<file path="src/rtl/codec_reg_pkg.sv">
package codec_reg_pkg;

    // Roles of the direct words
    localparam int DIR_PTR   = 0;
    localparam int DIR_PORT  = 1;
    localparam int DIR_RO    = 2;
    localparam int DIR_CTRL  = 4;
    localparam int CTRL_KEEP = 7;   // bits retained by the control word

    // Indirect registers with access rules
    localparam int IND_WO     = 3;
    localparam int IND_RO_A   = 11;
    localparam int IND_MASKED = 12;
    localparam int IND_RO_B   = 25;

    localparam logic [7:0] CODEC_ID  = 8'h8A;
    localparam logic [7:0] CHIP_ID   = 8'hA0;
    localparam logic [7:0] KEEP_MASK = 8'h40;

    typedef enum logic [2:0] {
        TGT_PLAIN,
        TGT_PTR,
        TGT_PORT,
        TGT_RO,
        TGT_CTRL
    } tgt_e;

    function automatic logic [7:0] ind_init(input int idx);
        if (idx == IND_MASKED) return CODEC_ID;
        if (idx == IND_RO_B)   return CHIP_ID;
        return 8'h00;
    endfunction

endpackage

</file>
<file path="src/rtl/codec_direct_bank.sv">
module codec_direct_bank
    import codec_reg_pkg::*;
#(
    parameter int NUM_DIR = 16,
    parameter int DATA_W  = 32,
    localparam int WORD_W = $clog2(NUM_DIR)
) (
    input  logic                           clk,
    input  logic                           rst_n,
    input  logic                           soft_rst,
    input  logic                           we,
    input  logic [WORD_W-1:0]              word,
    input  logic [DATA_W-1:0]              wdata,
    output logic [NUM_DIR-1:0][DATA_W-1:0] dir_q
);

    localparam logic [DATA_W-1:0] CTRL_MASK = DATA_W'((1 << CTRL_KEEP) - 1);

    for (genvar i = 0; i < NUM_DIR; i++) begin : g_word
        if (i == DIR_PORT || i == DIR_RO) begin : g_none
            // No storage behind the data port or the read-only word
            assign dir_q[i] = '0;
        end else if (i == DIR_CTRL) begin : g_ctrl
            always_ff @(posedge clk) begin
                if (!rst_n)
                    dir_q[i] <= '0;
                else if (soft_rst || (we && word == WORD_W'(i)))
                    dir_q[i] <= wdata & CTRL_MASK;
            end
        end else begin : g_plain
            always_ff @(posedge clk) begin
                if (!rst_n || soft_rst)
                    dir_q[i] <= '0;
                else if (we && word == WORD_W'(i))
                    dir_q[i] <= wdata;
            end
        end
    end

endmodule

</file>
<file path="src/rtl/codec_indirect_bank.sv">
module codec_indirect_bank
    import codec_reg_pkg::*;
#(
    parameter int IND_AW  = 5,
    localparam int NUM_IND = 1 << IND_AW
) (
    input  logic                      clk,
    input  logic                      rst_n,
    input  logic                      soft_rst,
    input  logic                      we,
    input  logic [IND_AW-1:0]         idx,
    input  logic [7:0]                wbyte,
    output logic [NUM_IND-1:0][7:0]   ind_q
);

    for (genvar i = 0; i < NUM_IND; i++) begin : g_ind
        localparam logic [7:0] INIT = ind_init(i);
        if (i == IND_RO_A || i == IND_RO_B) begin : g_fixed
            // Writes never land here, so the reset value is permanent
            assign ind_q[i] = INIT;
        end else begin : g_store
            logic [7:0] next_val;
            if (i == IND_MASKED) begin : g_merge
                assign next_val = (wbyte & KEEP_MASK) | CODEC_ID;
            end else begin : g_raw
                assign next_val = wbyte;
            end
            always_ff @(posedge clk) begin
                if (!rst_n || soft_rst)
                    ind_q[i] <= INIT;
                else if (we && idx == IND_AW'(i))
                    ind_q[i] <= next_val;
            end
        end
    end

endmodule

</file>
<file path="src/rtl/codec_regfile.sv">
module codec_regfile
    import codec_reg_pkg::*;
#(
    parameter int ADDR_W = 6,
    parameter int DATA_W = 32,
    parameter int IND_AW = 5
) (
    input  logic              clk,
    input  logic              rst_n,
    input  logic [ADDR_W-1:0] addr,
    input  logic [DATA_W-1:0] wdata,
    input  logic              wr_en,
    input  logic              rd_en,
    output logic [DATA_W-1:0] rdata,
    output logic              irq
);

    localparam int WORD_W  = ADDR_W - 2;
    localparam int NUM_DIR = 1 << WORD_W;
    localparam int NUM_IND = 1 << IND_AW;

    localparam logic [WORD_W-1:0] W_PTR  = WORD_W'(DIR_PTR);
    localparam logic [WORD_W-1:0] W_PORT = WORD_W'(DIR_PORT);
    localparam logic [WORD_W-1:0] W_RO   = WORD_W'(DIR_RO);
    localparam logic [WORD_W-1:0] W_CTRL = WORD_W'(DIR_CTRL);

    logic [WORD_W-1:0]              word;
    logic                           unused_lsb;
    tgt_e                           tgt;
    logic                           soft_rst;
    logic                           dir_we;
    logic                           ind_we;
    logic [IND_AW-1:0]              ind_idx;
    logic [DATA_W-1:0]              rd_val;
    logic [NUM_DIR-1:0][DATA_W-1:0] dir_q;
    logic [NUM_IND-1:0][7:0]        ind_q;

    assign word       = addr[ADDR_W-1:2];
    assign unused_lsb = ^addr[1:0];

    // Target classification of the current bus cycle
    always_comb begin
        unique case (word)
            W_PTR:   tgt = TGT_PTR;
            W_PORT:  tgt = TGT_PORT;
            W_RO:    tgt = TGT_RO;
            W_CTRL:  tgt = TGT_CTRL;
            default: tgt = TGT_PLAIN;
        endcase
    end

    // Write-path outputs of the classification
    always_comb begin
        soft_rst = 1'b0;
        dir_we   = 1'b0;
        ind_we   = 1'b0;
        unique case (tgt)
            TGT_PLAIN, TGT_PTR: dir_we = wr_en;
            TGT_CTRL: begin
                dir_we   = wr_en;
                soft_rst = wr_en & wdata[0];
            end
            TGT_PORT: ind_we = wr_en;
            TGT_RO:   ;
            default:  ;
        endcase
    end

    assign ind_idx = dir_q[DIR_PTR][IND_AW-1:0];

    // Read source selection
    always_comb begin
        unique case (tgt)
            TGT_PORT: rd_val = (ind_idx == IND_AW'(IND_WO)) ? '0
                                                            : DATA_W'(ind_q[ind_idx]);
            TGT_RO:   rd_val = '0;
            default:  rd_val = dir_q[word];
        endcase
    end

    always_ff @(posedge clk) begin
        if (!rst_n)
            rdata <= '0;
        else if (rd_en)
            rdata <= rd_val;
    end

    assign irq = 1'b0;

    codec_direct_bank #(
        .NUM_DIR (NUM_DIR),
        .DATA_W  (DATA_W)
    ) u_dir (
        .clk      (clk),
        .rst_n    (rst_n),
        .soft_rst (soft_rst),
        .we       (dir_we),
        .word     (word),
        .wdata    (wdata),
        .dir_q    (dir_q)
    );

    codec_indirect_bank #(
        .IND_AW (IND_AW)
    ) u_ind (
        .clk      (clk),
        .rst_n    (rst_n),
        .soft_rst (soft_rst),
        .we       (ind_we),
        .idx      (ind_idx),
        .wbyte    (wdata[7:0]),
        .ind_q    (ind_q)
    );

endmodule

</file>
<file path="config.mk">
export PLATFORM = sky130hd
export DESIGN_NAME = codec_regfile
export DESIGN_NICKNAME = d
export VERILOG_FILES = /design/src/rtl/codec_reg_pkg.sv /design/src/rtl/codec_direct_bank.sv /design/src/rtl/codec_indirect_bank.sv /design/src/rtl/codec_regfile.sv
export SDC_FILE = /design/constraint.sdc
export NUM_CORES = 2
export LEC_CHECK = 0
export CORE_ASPECT_RATIO = 1.5
export CORE_MARGIN = 2
export CORE_UTILIZATION = 67
export DETAILED_ROUTE_END_ITERATION = 7
export PLACE_DENSITY_LB_ADDON = 0.2
export SLEW_MARGIN = 15
export SYNTH_ARGS = -nofsm -noshare
export SYNTH_HDL_FRONTEND = slang
export SYNTH_HIERARCHICAL = 1
export SYNTH_SLANG_ARGS = --single-unit
</file>
<file path="constraint.sdc">
create_clock -name clk -period 4.9 [get_ports clk]
set_input_delay 0.735 -clock clk [delete_from_list [all_inputs] [get_ports clk]]
set_output_delay 0.735 -clock clk [all_outputs]
set_load 0.02 [all_outputs]
</file>
==> out/summary.log <==
INFO  timing         tightest_slew=1.107ns
INFO  global_route   antenna_found_initial=1
INFO  critical_path  timing.critical_path.required=5.42ns
INFO  cells_and_area final_layout_size_suffix_gt1_share=14.37%
INFO  floorplan      floorplan.io_pins=75
INFO  timing         rsz0062_at_grt=no
INFO  floorplan      die_y_extent=272.7µm
INFO  power          powerDensity=331.3mW/mm²
INFO  critical_path  critical_path_peak_fanout=40
INFO  power          cellLeakagePower=16.09nW
INFO  cells_and_area antenna_cells_inserted=0
INFO  outcome        outcome=finished clean
INFO  clock_tree     clockRootBuffer=clkbuf_16
INFO  detailed_routing drt_first_iter_violations=1,588
INFO  timing         final-setup-viol-count=0
INFO  clock_tree     worstSkewPairLatency=0.60ns
INFO  cells_and_area multiInputGateArea=0.01634mm²
INFO  logic_synthesis synth-edff-count=0
INFO  cells_and_area ff_latch_area=0.01378mm²
INFO  global_route   grt_start_max_net_pins=159
INFO  logic_synthesis asyncSetResetFlopFracSynth=0%
INFO  cells_and_area n_fill_cell=3,409
INFO  floorplan      rows=98
INFO  global_route   grt_pass1_wl=118,600µm
INFO  clock_tree     tritoncts.num_buffers=66
INFO  place          placedInstanceArea=0.03217mm²
INFO  timing         final.period_utilization=63.43%
INFO  timing         max-slew-margin-rel=26.03%
INFO  critical_path  cell_seen_most_often_among_critical_path_stages=and2_1
INFO  power          total_power=0.01134W
INFO  timing         finClkSkew=0.02455ns
INFO  floorplan      chipWidth=183.1µm
INFO  detailed_routing ant_nets=0
INFO  critical_path  critPathSlowestCell=nor4b_1
INFO  clock_tree     cts.sink_count=688
INFO  detailed_routing drt_pre_antenna_iters=6
INFO  clock_tree     htreeDepth=3
INFO  logic_synthesis ys_types=52
INFO  logic_synthesis synth_top_area_share=42.72%
INFO  power          vdd_ir_drop_max=0.0003300V
INFO  timing         max_slew_violation_count=0
INFO  clock_tree     cts.repair_timing.setup_buffer_count=0
INFO  detailed_routing mean_routed_wirelength_per_cell=21.22µm
INFO  detailed_routing totalWireLength=74,450µm
INFO  cells_and_area area_delta_synth_final=6.182%
INFO  hold_path      holdCritPathClass=flip-flop to flip-flop
INFO  logic_synthesis yosys.area.top_type=dfxtp_1
INFO  clock_tree     cts_resizes=0
INFO  logic_synthesis synth-seq-area-share=42.72%
INFO  detailed_routing via_count=21,269
INFO  floorplan      die_area=0.04993mm²
INFO  critical_path  cp-start-kind=primary input
INFO  cells_and_area final_util=71.96%
INFO  timing         whs=0.4420ns
INFO  global_route   globalRouteTotalUtil=30.33%
INFO  timing         layout_min_cycle_time=3.108ns
INFO  clock_tree     longest_clk_path_bufs=3
INFO  critical_path  cpLargestDelayFamily=simple AND/OR/NAND/NOR gates
INFO  clock_tree     clk_pin_slew_worst_paths=0.06ns
INFO  detailed_routing drcViolationCount=0
INFO  critical_path  sort_of_element_at_the_end_of_the_critical_path=flip-flop
INFO  floorplan      initial_core_util=67.77%
INFO  critical_path  timing.critical_path.arrival=3.62ns
INFO  global_route   globalRoute.totalOverflow=0
INFO  global_route   vias_in_the_first_global_route=22,217
INFO  place          post-dp-hpwl=45,800µm
INFO  run            drv.max_cap_violation_count=0
INFO  logic_synthesis synth_area_per_cell=10.93µm²
INFO  logic_synthesis ys_warn_count=6
INFO  logic_synthesis post-synth-top-count-cell=nand2_1
INFO  timing         timing.final.hold_violations=0
INFO  logic_synthesis synth.cells.most_frequent=nand2_1 (718), dfxtp_1 (688), mux2i_1 (680)
INFO  critical_path  worstPathBufferInverterCount=1
INFO  clock_tree     cts_hold_buffers=0
INFO  clock_tree     cts_tree=built
INFO  critical_path  worst_path_largest_cell_delay=0.94ns
INFO  place          place.gp.congestion=0.8512
INFO  place          number_of_buffers_inserted_by_port_buffering=71
INFO  detailed_routing routed_via_density=6.063
INFO  critical_path  worst-setup-path-type=primary input to flip-flop
INFO  cells_and_area final_design_area_no_fill=0.03423mm²
INFO  logic_synthesis synth_top_cells_by_area=dfxtp_1 (43%), mux2i_1 (21%), mux4_2 (14%)
INFO  cells_and_area nNetsFinal=2,910
INFO  logic_synthesis ys_seq_elements=688
INFO  floorplan      core=0.04758mm²
INFO  logic_synthesis post_synth_instance_area=0.03224mm²
INFO  logic_synthesis ys.flop_type=dfxtp_1
INFO  critical_path  crit_chain=buf_4, nor4b_1, and2_1, and4bb_2, and2_1, mux2i_1
INFO  logic_synthesis synthesis.instances=2,951
INFO  timing         totalNegativeSetupSlack=0ns
INFO  timing         maxClockFrequency=321.7MHz
[final timing paths]
kind | start | endpoint | slack [ns] | cells past startpoint
hold / removal | rdata[13]$_SDFFE_PN0P_ | rdata[13]$_SDFFE_PN0P_ | 0.44 | 2
hold reg to reg | rdata[13]$_SDFFE_PN0P_ | rdata[13]$_SDFFE_PN0P_ | 0.44 | 2
setup reg to reg | u_dir/dir_q[1]$_SDFFE_PP0P_ | rdata[7]$_SDFFE_PN0P_ | 2.03 | 5
setup / recovery | addr[4] | u_ind/ind_q[75]$_SDFFE_PP0P_ | 1.79 | 6
[power by group]
part | switching, W | total, W | internal [W]
clock | 0.00210 | 0.00495 | 0.00285
combinational | 0.000442 | 0.000710 | 0.000268
sequential | 0.0000351 | 0.00568 | 0.00565
[flip-flops by register name, summed over array words and instances, names as in the netlist]
name	count
rdata	32
u_ind/ind_q	233
u_dir/dir_q	423
[metal layers]
| layer | track usage [%] | routed length (µm) | vias up |
|---|---|---|---|
| met2 | 54.69 | 38880 | 561 |
| met1 | 35.49 | 28770 | 10640 |
| met4 | 15.66 | 3560 | 0 |
| met5 | 0 | 0 | - |
| met3 | 3.438 | 3239 | 180 |
| li1 | - | - | 9888 |
[cells by family (layout without fill, tap and decap cells)]
family | count (synthesis) | in the layout | synth area share, %
compound gates | 102 | 102 | 2.076
other cells | 4 | 113 | 0.04656
mux | 898 | 898 | 35.92
simple gates | 855 | 855 | 11.27
flops | 688 | 688 | 42.72
buf+inv | 404 | 252 | 7.963
[layout by cell type, fill, tap and decap left out, drive strengths merged, types with 19 or more instances in the layout]
| cell type | n |
|---|---|
| conb | 113 |
| nand3 | 21 |
| nand2 | 754 |
| clkdlybuf4s50 | 67 |
| buf | 44 |
| clkbuf | 98 |
| o21ai | 38 |
| nor2b | 19 |
| inv | 34 |
| mux2i | 680 |
| dfxtp | 688 |
| mux4 | 206 |
[tightest hold or removal path: cells and delay by family (launching register included)]
| family | cells | cell delay, ns |
|---|---|---|
| and+or+nand+nor | 1 | 0.05 |
| AOI/OAI and AO/OA | 1 | 0.05 |
| DFF | 1 | 0.31 |
[per-stage QoR]
step,worst slack (ns),cells
after global placement,1.370,3400
after global routing,1.629,3508
after CTS,1.833,3508
final,1.792,3508
after floorplan,1.859,3060
after detailed placement,1.183,3400
[cell type report]
cell class | instances | area share [%]
inverter | 32 | 0.3509
multi-input combinational | 1968 | 47.72
timing repair buffer | 112 | 3.443
tap | 600 | 2.193
clock inverter | 11 | 0.3289
clock buffer | 97 | 5.702
sequential | 688 | 40.26
(Power assumes the default switching activity.)
